**config.mk**
```make
export PLATFORM = sky130hd
export DESIGN_NAME = rom_rp_top
export DESIGN_NICKNAME = d
export VERILOG_FILES = /design/src/rtl/rom_rp_pkg.sv /design/src/rtl/rom_rp_decode.sv /design/src/rtl/rom_rp_array.sv /design/src/rtl/rom_rp_steer.sv /design/src/rtl/rom_rp_top.sv
export SDC_FILE = /design/constraint.sdc
export NUM_CORES = 1
export LEC_CHECK = 0
export ABC_CLOCK_PERIOD_IN_PS = 800
export BUFFER_PORTS_ARGS = -buffer_cell sky130_fd_sc_hd__buf_4
export CAP_MARGIN = 30
export CORE_AREA = 2 2 136 138
export CTS_CLUSTER_SIZE = 8
export DETAILED_ROUTE_END_ITERATION = 8
export DIE_AREA = 0 0 138 140
export HOLD_SLACK_MARGIN = 0.12
export PLACE_DENSITY = 0.73
export REMOVE_ABC_BUFFERS = 1
export SETUP_SLACK_MARGIN = 0.02
export SYNTH_ARGS = -nofsm -noshare
export SYNTH_HDL_FRONTEND = slang
export SYNTH_SLANG_ARGS = --single-unit
export TNS_END_PERCENT = 50
```
**constraint.sdc**
```tcl
create_clock -name clk -period 0.8 [get_ports clk]
set_input_delay 0.16 -clock clk [delete_from_list [all_inputs] [get_ports clk]]
set_output_delay 0.16 -clock clk [all_outputs]
set_load 0.05 [all_outputs]
```
**src/rtl/rom_rp_pkg.sv**
```systemverilog
package rom_rp_pkg;

  localparam logic [31:0] HASH_K = 32'h9E3779B1;

  // Registered lane state presented at the block's ports.
  typedef struct packed {
    logic       standby;
    logic       lo_en;
    logic       hi_en;
    logic       b15_en;
    logic [7:0] lo;
    logic [6:0] hi;
    logic       b15;
  } lane_out_t;

  // Content function: multiplicative hash of the word address, folded to 16 bits.
  function automatic logic [15:0] mix_word(input logic [31:0] a);
    logic [31:0] h;
    h = a * HASH_K;
    return h[31:16] ^ h[15:0];
  endfunction

endpackage

```
**src/rtl/rom_rp_decode.sv**
```systemverilog
module rom_rp_decode #(
  parameter int ADDR_W = 21
) (
  input  logic [ADDR_W-1:0] addr,
  input  logic              a_m1,
  input  logic              word_mode,
  output logic [ADDR_W-1:0] word_addr,
  output logic              hole,
  output logic              sel_hi
);

  localparam int TOP = ADDR_W - 1;

  always_comb begin
    word_addr = addr;
    // The top quarter (two highest bits both set) holds no data.
    hole      = addr[TOP] & addr[TOP-1];
    // The shared pin only acts as an address bit in byte mode.
    sel_hi    = ~word_mode & a_m1;
  end

endmodule

```
**src/rtl/rom_rp_array.sv**
```systemverilog
module rom_rp_array #(
  parameter int ADDR_W = 21,
  parameter int WORD_W = 16
) (
  input  logic [ADDR_W-1:0] word_addr,
  output logic [WORD_W-1:0] word
);
  import rom_rp_pkg::*;

  logic [31:0] a32;

  generate
    if (ADDR_W > 32 || WORD_W != 16) begin : g_bad_cfg
      initial $error("rom_rp_array: unsupported configuration");
    end
  endgenerate

  always_comb begin
    a32                = '0;
    a32[ADDR_W-1:0]    = word_addr;
    word               = mix_word(a32);
  end

endmodule

```
**src/rtl/rom_rp_steer.sv**
```systemverilog
module rom_rp_steer
  import rom_rp_pkg::*;
#(
  parameter int WORD_W = 16
) (
  input  logic [WORD_W-1:0] word,
  input  logic              sel_hi,
  input  logic              word_mode,
  input  logic              hole,
  input  logic              ce_n,
  input  logic              oe_n,
  output lane_out_t         nxt
);

  localparam int HALF = WORD_W / 2;

  logic read_ok;

  always_comb begin
    read_ok     = ~ce_n & ~oe_n & ~hole;
    nxt.standby = ce_n;
    nxt.lo_en   = read_ok;
    nxt.hi_en   = read_ok & word_mode;
    nxt.b15_en  = read_ok & word_mode;
    nxt.lo      = sel_hi ? word[WORD_W-1:HALF] : word[HALF-1:0];
    nxt.hi      = word[WORD_W-2:HALF];
    nxt.b15     = word[WORD_W-1];
  end

endmodule

```
**src/rtl/rom_rp_top.sv**
```systemverilog
module rom_rp_top
  import rom_rp_pkg::*;
#(
  parameter int ADDR_W = 21
) (
  input  logic              clk,
  input  logic              rst_n,
  input  logic              ce_n,
  input  logic              oe_n,
  input  logic              word_mode,
  input  logic [ADDR_W-1:0] addr,
  input  logic              a_m1_in,
  output logic [7:0]        dlo_o,
  output logic              dlo_oe,
  output logic [6:0]        dhi_o,
  output logic              dhi_oe,
  output logic              d15_o,
  output logic              d15_oe,
  output logic              standby
);

  localparam int WORD_W = 16;

  // Reset synchronizer: asynchronous assert, synchronous release.
  logic [1:0] rst_sync_q;
  logic       rst_n_s;

  always_ff @(posedge clk or negedge rst_n) begin
    if (!rst_n) rst_sync_q <= 2'b00;
    else        rst_sync_q <= {rst_sync_q[0], 1'b1};
  end
  assign rst_n_s = rst_sync_q[1];

  logic [ADDR_W-1:0] word_addr;
  logic              hole;
  logic              sel_hi;
  logic [WORD_W-1:0] word;
  lane_out_t         nxt;

  rom_rp_decode #(.ADDR_W(ADDR_W)) u_decode (
    .addr      (addr),
    .a_m1      (a_m1_in),
    .word_mode (word_mode),
    .word_addr (word_addr),
    .hole      (hole),
    .sel_hi    (sel_hi)
  );

  rom_rp_array #(.ADDR_W(ADDR_W), .WORD_W(WORD_W)) u_array (
    .word_addr (word_addr),
    .word      (word)
  );

  rom_rp_steer #(.WORD_W(WORD_W)) u_steer (
    .word      (word),
    .sel_hi    (sel_hi),
    .word_mode (word_mode),
    .hole      (hole),
    .ce_n      (ce_n),
    .oe_n      (oe_n),
    .nxt       (nxt)
  );

  // Output registers: flags every cycle, data only when a lane will be driven.
  logic       sb_q, lo_en_q, hi_en_q, b15_en_q;
  logic [7:0] lo_q;
  logic [6:0] hi_q;
  logic       b15_q;
  logic       data_ld;

  always_comb data_ld = nxt.lo_en;

  always_ff @(posedge clk or negedge rst_n_s) begin
    if (!rst_n_s) begin
      sb_q     <= 1'b1;
      lo_en_q  <= 1'b0;
      hi_en_q  <= 1'b0;
      b15_en_q <= 1'b0;
    end else begin
      sb_q     <= nxt.standby;
      lo_en_q  <= nxt.lo_en;
      hi_en_q  <= nxt.hi_en;
      b15_en_q <= nxt.b15_en;
    end
  end

  always_ff @(posedge clk or negedge rst_n_s) begin
    if (!rst_n_s) begin
      lo_q  <= '0;
      hi_q  <= '0;
      b15_q <= 1'b0;
    end else if (data_ld) begin
      lo_q  <= nxt.lo;
      hi_q  <= nxt.hi;
      b15_q <= nxt.b15;
    end
  end

  assign standby = sb_q;
  assign dlo_oe  = lo_en_q;
  assign dhi_oe  = hi_en_q;
  assign d15_oe  = b15_en_q;
  assign dlo_o   = lo_q;
  assign dhi_o   = hi_q;
  assign d15_o   = b15_q;

  // standby silences every lane
  p_standby_quiet_r4: assert property (@(posedge clk) disable iff (!rst_n_s)
    ce_n |=> (standby && !dlo_oe && !dhi_oe && !d15_oe));

  // output-enable high silences lanes, part stays operating
  p_oe_gate_r5: assert property (@(posedge clk) disable iff (!rst_n_s)
    (!ce_n && oe_n) |=> (!standby && !dlo_oe && !dhi_oe && !d15_oe));

  // unpopulated region yields no driven lane
  p_hole_quiet_r6: assert property (@(posedge clk) disable iff (!rst_n_s)
    (!ce_n && addr[ADDR_W-1] && addr[ADDR_W-2]) |=> (!dlo_oe && !dhi_oe && !d15_oe));

  // byte mode never drives the high lane or the shared pin
  p_byte_lanes_r2: assert property (@(posedge clk) disable iff (!rst_n_s)
    !word_mode |=> (!dhi_oe && !d15_oe));

  // the high lane and bit 15 are only driven together with the low lane
  p_word_lanes_r1: assert property (@(posedge clk) disable iff (!rst_n_s)
    (dhi_oe || d15_oe) |-> (dlo_oe && dhi_oe && d15_oe && !standby));

  // driven data is held while nothing is loaded
  p_hold_r7: assert property (@(posedge clk) disable iff (!rst_n_s)
    (!nxt.lo_en) |=> $stable({lo_q, hi_q, b15_q}));

endmodule

```
# == After elaboration in Yosys (flattened, before gate mapping) ==
# Index checks and enable logic that the tools add are counted.
# totals
ff_bits,21
inputBits,27
output_inout_bits,20
word_cells,19
# op_classes
n_mul,1
n_mux,1
bitwise_logic,10
# ops
cell,count
$mul A21 B32 Y32 const B,1
$xor A16 B16 Y16,1
$mux W8,1
$and A1 B1 Y1,5
$not A1 Y1,4

# == Depth between registers and ports, before layout ==
# Gate-level depths: netlist (run 1).
# logic_depth
word_depth,4
ltp_mapped,22
ltp_nobuf,22

# == By module ==
# Synthesis (run 1) repeated with hierarchy kept, for this count alone.
# hier_totals
hier_cells,784
area_unflattened_um2,8360.5
# by_module_without_submodules
mod,n_inst,cells_each,area_each_um2,seq_area_each_um2
rom_rp_array,1,698,7150.6,0.0
rom_rp_top,1,41,804.5,551.8
rom_rp_steer,1,22,227.7,0.0
rom_rp_decode,1,23,177.7,0.0

# == Worst setup path before layout (run 1) ==
# OpenSTA, ideal clock, no wires.
# synth_timing
path_type,input -> register
from,in addr[9]
to,reg lo_q[7] (netlist: dlo_o[7])
setup_time_ns,0.077
t_arrival_ns,5.725
required_ns,0.723
path_slack_ns,-5.001
stages,19
path_buffers,0
path_cell_list,fa_1 inv_1 fa_1 fa_1 inv_1 fa_1 fa_1 fa_1 inv_1 fa_1 inv_1 ha_1 a21oi_1 o21ai_0 or4_4 a221oi_2 xor2_1 mux2_2 o21ai_1
# synth_via
elab_chain_cells,3
# synth_rtl
element,line,text
"start, declared",rom_rp_top.sv:11,"input logic [ADDR_W-1:0] addr,"
$mul A21 B32 Y32,rom_rp_pkg.sv:19,h = a * HASH_K;
$xor A16 B16 Y16,rom_rp_pkg.sv:20,return h[31:16] ^ h[15:0];
$mux W8,rom_rp_steer.sv:25,nxt.lo = sel_hi ? word[WORD_W-1:HALF] : word[HALF-1:0];
"end signal, assigned",rom_rp_top.sv:93,lo_q <= nxt.lo;
"end, declared",rom_rp_top.sv:66,logic [7:0] lo_q;
# Every way passes these cells.
# A chain may end at the register's enable or synchronous reset.

# == Final worst setup path (run 1) ==
# layout_timing
from,in addr[5]
to,reg lo_q[7] (netlist: dlo_o[7])
# Same word-level chain as after synthesis.

==> out/summary.txt, run 1 <==
#FFs+latches synth: 21
Slew @ Worst Pin: 0.5337 ns
Synth cell types: 49
Clock root cell: clkbuf_16
Core area: 17780 µm²
CTS buffer count: 3
Worst Setup Path Type: in -> reg
Pin count of the biggest net entering global routing: 20
Synthesis-to-layout area growth: 34.28%
Share of the synthesized area in the top cell type: 43.74%
Syn Inst Count: 763
Relative slew slack: 64.16%
CP Capture Type: register
Outcome: finished, violations left
Gpl congestion: 1.009
Highest-count cells in the layout ignoring fill and taps: 227 x inv_1, 183 x buf_4, 160 x fa_1
Sink Count: 21
Critical-path cell list: buf_12, buf_4, ha_1, inv_2, fa_1, inv_1, fa_1, fa_1, fa_2, fa_1, inv_1, fa_1, inv_1, ha_4, nand4_1, buf_4, o21bai_4, or4_4, a221oi_2, xor2_1, mux2_4, o21ai_2
Final Skew: 0.001500 ns
Vias per cell: 4.898
WL per Instance: 17.93 µm
Ratio of cells with drive above 1 in the final layout: 31.58%
CTS H-tree depth: 1
Worst setup SP type: primary input
Most common cell after layout, fill and taps aside: inv_1
Cell row count: 49
Worst skew pair latency: 0.25 ns
Worst Path Required: 0.98 ns
Leading area contributor after synthesis: fa_1
Port bufs: 46
Post-route ant nets: 0
Initial DRC count: 283
Starting density of the core: 44.28%
Die X: 138 µm
Post-synthesis cell area: 7873 µm²
Failing checks: setup timing
DRC viols: 0
CP max-delay cell: or4_4
Nets: 1317
Crit path top cell by count: fa_1
Final setup viols: 38
Number of synthesized flops with an enable pin: 0
GRT overflow: 0
Area contributors post-synth: fa_1 44%, ha_1 21%, inv_1 11%
I/O pin count: 47
ANT cells: 0
Pre-antenna DRT Iters: 4
DR vias: 5961
Fin Hold WS: 0.1321 ns
Critical path startpoint: addr[5]
Top_reg_cell synth: dfrtp_1
Mapped Avg Cell Area: 10.32 µm²
DIE AREA: 19320 µm²
Initial antenna violation count: 0
Synth warn: 0
Final worst setup slack: -4.839 ns
Async S/R FF share, synth: 100.0%
Tmin final: 5.639 ns
Chip Height: 140 µm
CP Data Arrival Time: 5.82 ns
CTS tree: done
GRT Total Usage: 23.31%
First-pass GRT wire length: 35320 µm
Hpwl dp: 19320 µm
Clock transition at path regs: 0.06 ns
Hold Path Class: in -> reg
Clk buf depth: 2
Min-delay src: word_mode
Final core occ: 59.46%
Maxcap violations: 0
Critical path fanouts, max: 5
Fin. max-slew vios: 0
Number of global-route vias before repair: 6833
CP max stage delay: 0.54 ns
Final Hold Fails: 0
Period utilisation layout: 704.9%
RSZ-0062 raised after global routing: yes
Routed Wire Length: 21830 µm
Register area share after synthesis: 6.691%
Max Clock Freq: 177.3 MHz
Worst flop-to-flop path startpoint: dlo_o[6]
repair_timing:
action,CTS,global route
gates cloned,0,0
setup endpoints to repair,38,38
endpoints found under the hold margin,3,0
pin swaps,59,29
buffers inserted,7,2
hold buffers,2,0
resized for setup,121,27
metrics by stage:
stage	instances	TNS [ns]	worst slack, ns	cell area, µm²
after CTS	1215	-77.97	-4.813	10430
final	1217	-78.87	-4.839	10570
after floorplan	759	-77.73	-5.005	7854
after global routing	1217	-81.87	-5.022	10570
after global placement	1202	-83.99	-5.270	9759
after detailed placement	1202	-84.93	-5.305	9759
area by class of cell:
cell class | instances | area, µm²
fillers | 1421 | 7208
clock buffers | 3 | 75.07
well taps | 229 | 286.5
multi-input cells | 497 | 6874
repair buffers | 225 | 1894
clock inverters | 1 | 5.005
inverters | 241 | 909.6
flip-flops and latches | 21 | 526.8
synth_stat cells, types with 2 or more instances:
cell	number
o21ai_1	2
a21oi_1	14
fa_1	172
mux2_2	3
and2_1	4
mux2i_1	2
nand2b_1	2
nor2_1	11
a31oi_1	2
xor2_1	12
a211o_1	2
ha_1	129
nand3_1	3
or2_2	3
and3_1	2
o21bai_1	5
dfrtp_1	20
nand2_1	26
xnor2_1	44
or3_1	2
nand4_1	2
o221ai_1	2
inv_1	240
o21a_1	5
nor3_1	4
a21o_1	10
o21ai_0	14
clkbuf_1	3
nor4_1	2
a221o_1	2
state kept, by name, summed over array words and instances, names as in the netlist:
signal / count
dlo_o: 8
dhi_o: 7
rst_sync_q: 2
d15_o: 1
d15_oe: 1
dlo_oe: 1
standby: 1
critical path, delay by kind of cell:
family          cells  cell delay [ns]
fa+ha+maj           8             3.51
simple gates        2             0.67
buf+inv             7             0.62
compound gates      3             0.45
mux                 1             0.28
xor+xnor            1             0.11
path summary, 6_finish.rpt:
path	end	slack (ns)	cells after the start
max in group asynchronous	standby	0.40	1
worst max-delay path	dlo_o[7]	-4.84	22
min in group asynchronous	dhi_o[0]	0.20	1
worst min-delay path	d15_oe	0.13	2
worst min register to register	dhi_o[0]	0.20	1
worst max register to register	dlo_o[6]	-0.02	1
cell families (layout without fill, tap and decap cells):
| kind of cell | Yosys count | count (layout) | synth area share [%] |
|---|---|---|---|
| adders and majority gates | 301 | 301 | 64.24 |
| buffers and inverters | 245 | 470 | 11.73 |
| AOI/OAI and AO/OA | 70 | 70 | 6.294 |
| and+or+nand+nor | 63 | 63 | 3.798 |
| xor gates and xnor gates | 57 | 57 | 6.516 |
| DFF | 21 | 21 | 6.691 |
| muxes | 5 | 5 | 0.6834 |
| other | 1 | 1 | 0.04763 |
metal layers:
metal	track usage (%)	wire (µm)	up-vias	share of wire (%)
met5	0	0	-	0
met4	7.626	958	0	4.4
met3	2.359	864	57	4.0
met2	43.69	11160	175	51
met1	28.10	8840	2972	41
li1	-	-	2757	-
Power of run 1 is left out: the tool's default activity adds up to more than one toggle a clock period on the data nets, which glitch-free logic cannot reach.
==> run 2, diff against run 1 <==
- CORE_AREA: 2 2 136 138 -> 2 2 120 122
- DIE_AREA: 0 0 138 140 -> 0 0 122 124
- PLACE_DENSITY: 0.73 -> 0.88
- REMOVE_ABC_BUFFERS: 1 -> unset
==> out/summary.txt, run 2 (synthesized netlist as in run 1, its figures left out) <==
Fillers: 804
CP max-delay cell: fa_1
Fin Hold WS: 0.1518 ns
CP Capture Type: register
First-pass GRT wire length: 36710 µm
Max Clock Freq: 171.0 MHz
Final Hold Fails: 0
Vias per cell: 5.468
Outcome: finished, violations left
DR vias: 6294
Most common cell after layout, fill and taps aside: inv_1
CTS buffer count: 3
Nets: 1300
CP Data Arrival Time: 5.99 ns
Initial antenna violation count: 0
Starting density of the core: 57.38%
Cell row count: 43
Worst Setup Path Type: in -> reg
I/O pin count: 47
Failing checks: setup timing
Gpl congestion: 1.055
Final worst setup slack: -5.048 ns
Clk buf depth: 2
Slew @ Worst Pin: 0.5498 ns
Routed Wire Length: 24360 µm
CTS H-tree depth: 1
Die X: 122 µm
Pre-antenna DRT Iters: 5
Pin count of the biggest net entering global routing: 20
Chip Height: 124 µm
ANT cells: 0
Worst setup SP type: primary input
Critical-path cell list: buf_4, fa_1, buf_4, fa_1, fa_1, fa_1, fa_1, fa_1, inv_1, fa_1, inv_1, ha_1, a21oi_2, o21ai_2, or4_4, a221oi_4, xor2_1, mux2_4, o21ai_2
Tmin final: 5.848 ns
Worst skew pair latency: 0.25 ns
DRC viols: 0
WL per Instance: 21.17 µm
Clock root cell: clkbuf_16
DIE AREA: 15130 µm²
Final setup viols: 38
Worst Path Required: 0.94 ns
Final Skew: 0.002301 ns
Maxcap violations: 0
Relative slew slack: 62.88%
Period utilisation layout: 731.0%
Initial DRC count: 474
Clock transition at path regs: 0.06 ns
Hold Path Class: in -> reg
Port bufs: 46
GRT Total Usage: 32.68%
Synthesis-to-layout area growth: 31.23%
GRT overflow: 0
Core area: 13720 µm²
Fin. max-slew vios: 0
RSZ-0062 raised after global routing: yes
CTS tree: done
Number of global-route vias before repair: 7161
Ratio of cells with drive above 1 in the final layout: 29.35%
Reg2reg setup slack: -0.04 ns
Critical path fanouts, max: 3
Max reg flops: 8
CP max stage delay: 0.61 ns
Hpwl dp: 20490 µm
Sink Count: 21
Crit path top cell by count: fa_1
Post-route ant nets: 0
Mapped Nets: 1091
Highest-count cells in the layout ignoring fill and taps: 229 x inv_1, 172 x buf_4, 163 x fa_1
==> run 2: path summary, 6_finish.rpt <==
kind | from | end | cells past startpoint
worst max-delay path | addr[10] | dlo_o[7] | 19
worst min-delay path | word_mode | d15_oe | 2
worst max register to register | dlo_o[4] | dlo_o[4] | 1
worst min register to register | rst_sync_q[1] | dhi_o[0] | 1
max in group asynchronous | rst_sync_q[1] | standby | 1
min in group asynchronous | rst_sync_q[1] | dhi_o[0] | 1
==> run 2: cell type report <==
class | count | area [µm²] | share of cell area (%)
clock buffer | 4 | 78.83 | 0.7630
inverter | 241 | 909.6 | 8.805
multi-input combinational | 497 | 6880 | 66.60
sequential | 21 | 526.8 | 5.099
tap | 180 | 225.2 | 2.180
timing repair buffer | 208 | 1710 | 16.56
==> run 2: per-layer routing <==
metal	vias up	track usage (%)	routed length, µm
li1	2725	-	-
met1	3113	37.47	8624
met2	330	60.20	12460
met3	126	2.701	1459
met4	0	18.53	1822
met5	-	0	0
==> run 2: what timing repair did <==
item,in CTS,in global routing
setup endpoints to repair,38,38
hold buffers,2,0
pin swaps,9,29
setup buffers,3,5
hold endpoints to repair,3,0
gates resized for setup,57,38
==> run 2: per-stage QoR <==
stage,instances,TNS (ns),cell area [µm²],setup WS (ns),util (%)
after floorplan,763,-73.28,8058,-4.817,-
after global placement,1139,-80.32,9778,-5.078,71.27
after detailed placement,1139,-83.12,9778,-5.281,71.27
after CTS,1148,-79.54,10110,-4.884,73.66
after global routing,1151,-84.48,10330,-5.210,75.30
final,1151,-82.14,10330,-5.048,75.30
==> run 2: worst max-delay path: cells and delay by family <==
| kind | cells | cell delay (ns) |
|---|---|---|
| AOI/OAI and AO/OA | 4 | 0.64 |
| muxes | 1 | 0.20 |
| and+or+nand+nor | 1 | 0.53 |
| adders and majority gates | 8 | 3.78 |
| xor gates and xnor gates | 1 | 0.27 |
| buffers and inverters | 4 | 0.42 |
Power of run 2 is left out for the same reason.
==> run 3, diff against run 2 <==
- PLACE_DENSITY: 0.88 -> 0.75
==> out/summary.txt, run 3 (synthesized netlist as in run 1, its figures left out) <==
Worst Setup Path Type: in -> reg
RSZ-0062 raised after global routing: yes
Failing checks: setup timing
Critical-path cell list: buf_6, fa_2, ha_4, nor2_2, fa_1, inv_1, fa_1, fa_1, fa_1, inv_2, fa_1, inv_2, ha_4, nand4_1, nor2_2, o221a_1, or4_4, a221oi_2, xor2_1, mux2_4, o21ai_2
Initial antenna violation count: 0
Ratio of cells with drive above 1 in the final layout: 30.69%
Hpwl dp: 20430 µm
Max Clock Freq: 175.9 MHz
Relative slew slack: 57.70%
Clock root cell: clkbuf_16
Sink Count: 21
Worst Path Required: 0.98 ns
Count of non-filler cells in the finished layout: 1164
GRT Total Usage: 32.46%
CTS H-tree depth: 1
Post-route ant nets: 0
Final Hold Fails: 0
Pin count of the biggest net entering global routing: 20
Cell row count: 43
Clock transition at path regs: 0.05 ns
Vias per cell: 5.256
Number of global-route vias before repair: 6934
Core area: 13720 µm²
DIE AREA: 15130 µm²
Synthesis-to-layout area growth: 32.23%
Maxcap violations: 0
Final Skew: 0.001137 ns
Clk buf depth: 2
Initial DRC count: 303
Final setup viols: 38
Period utilisation layout: 710.5%
DRC viols: 0
Max reg flops: 8
CP max-delay cell: fa_2
DR vias: 6118
Post-place setup slack: -5.281 ns
Routed Wire Length: 22830 µm
Port bufs: 46
Final worst setup slack: -4.884 ns
Gpl congestion: 1.019
CTS buffer count: 3
Placed cell count: 1150
Hold Path Class: in -> reg
CP max stage delay: 0.67 ns
Fin Hold WS: 0.1536 ns
Die X: 122 µm
Most common cell after layout, fill and taps aside: inv_1
Worst setup SP type: primary input
Tmin final: 5.684 ns
Mapped Nets: 1091
CTS tree: done
Highest-count cells in the layout ignoring fill and taps: 225 x inv_1, 185 x buf_4, 164 x fa_1
CP Data Arrival Time: 5.86 ns
Outcome: finished, violations left
Critical path fanouts, max: 4
Fin. max-slew vios: 0
Starting density of the core: 57.38%
GRT overflow: 0
CP Capture Type: register
Worst skew pair latency: 0.25 ns
Chip Height: 124 µm
Slew @ Worst Pin: 0.6300 ns
I/O pin count: 47
ANT cells: 0
Crit path top cell by count: fa_1
WL per Instance: 19.61 µm
Pre-antenna DRT Iters: 5
First-pass GRT wire length: 36540 µm
Nets: 1313
Reg2reg setup slack: -0.05 ns
## run 3: cell count changes in the layout (fill, tap and decap cells not counted), moves of 2 or more
cell / before / now
inv_2: 11 / 15
buf_4: 172 / 185
ha_1: 113 / 110
a21oi_1: 9 / 11
a21oi_2: 2 / 0
ha_2: 1 / 3
inv_1: 229 / 225
xnor2_1: 40 / 42
xnor2_2: 3 / 1
## run 3: per-layer routing
| layer | GRT usage [%] | wire, µm | share of wire (%) |
|---|---|---|---|
| met2 | 60.27 | 11670 | 51 |
| met3 | 4.304 | 1030 | 4.5 |
| met1 | 39.01 | 9084 | 40 |
| met5 | 0 | 0 | 0 |
| met4 | 10.56 | 1041 | 4.6 |
## run 3: worst paths after layout
| check | cells after the start | start | endpoint |
|---|---|---|---|
| setup / recovery | 21 | addr[6] | dlo_o[7] |
| hold / removal | 2 | word_mode | d15_oe |
| setup reg to reg | 1 | dlo_o[6] | dlo_o[6] |
| hold reg to reg | 1 | rst_sync_q[1] | dlo_o[2] |
| max in group asynchronous | 1 | rst_sync_q[1] | standby |
| min in group asynchronous | 1 | rst_sync_q[1] | dlo_o[2] |
## run 3: layout make-up
cell class | instances | area, µm²
clock buffers | 4 | 78.83
fillers | 945 | 3309
inverters | 241 | 909.6
multi-input cells | 497 | 6853
flip-flops and latches | 21 | 526.8
well taps | 180 | 225.2
repair buffers | 221 | 1817
## run 3: through the flow
stage               cell area [µm²]  utilization (%)  TNS (ns)
finish                        10410            75.88    -79.91
global route                  10410            75.88    -82.37
CTS                           10310            75.18    -78.84
detailed placement             9861            71.87    -82.64
global placement               9861            71.87    -81.39
floorplan                      8058                -    -73.28
## run 3: critical path: cells and delay by family
kind / cells / cell delay, ns
xor+xnor: 1 / 0.13
fa+ha+maj: 8 / 3.68
buf+inv: 4 / 0.26
compound gates: 3 / 0.55
simple gates: 4 / 0.78
mux: 1 / 0.29
## run 3: timing repair
action / in CTS / in global routing
resized for setup: 78 / 21
setup buffers: 3 / 6
hold endpoints to repair: 3 / 0
endpoints found under the setup margin: 38 / 38
pin swaps: 25 / 8
hold buffers: 2 / 0
Power of run 3 is left out for the same reason.
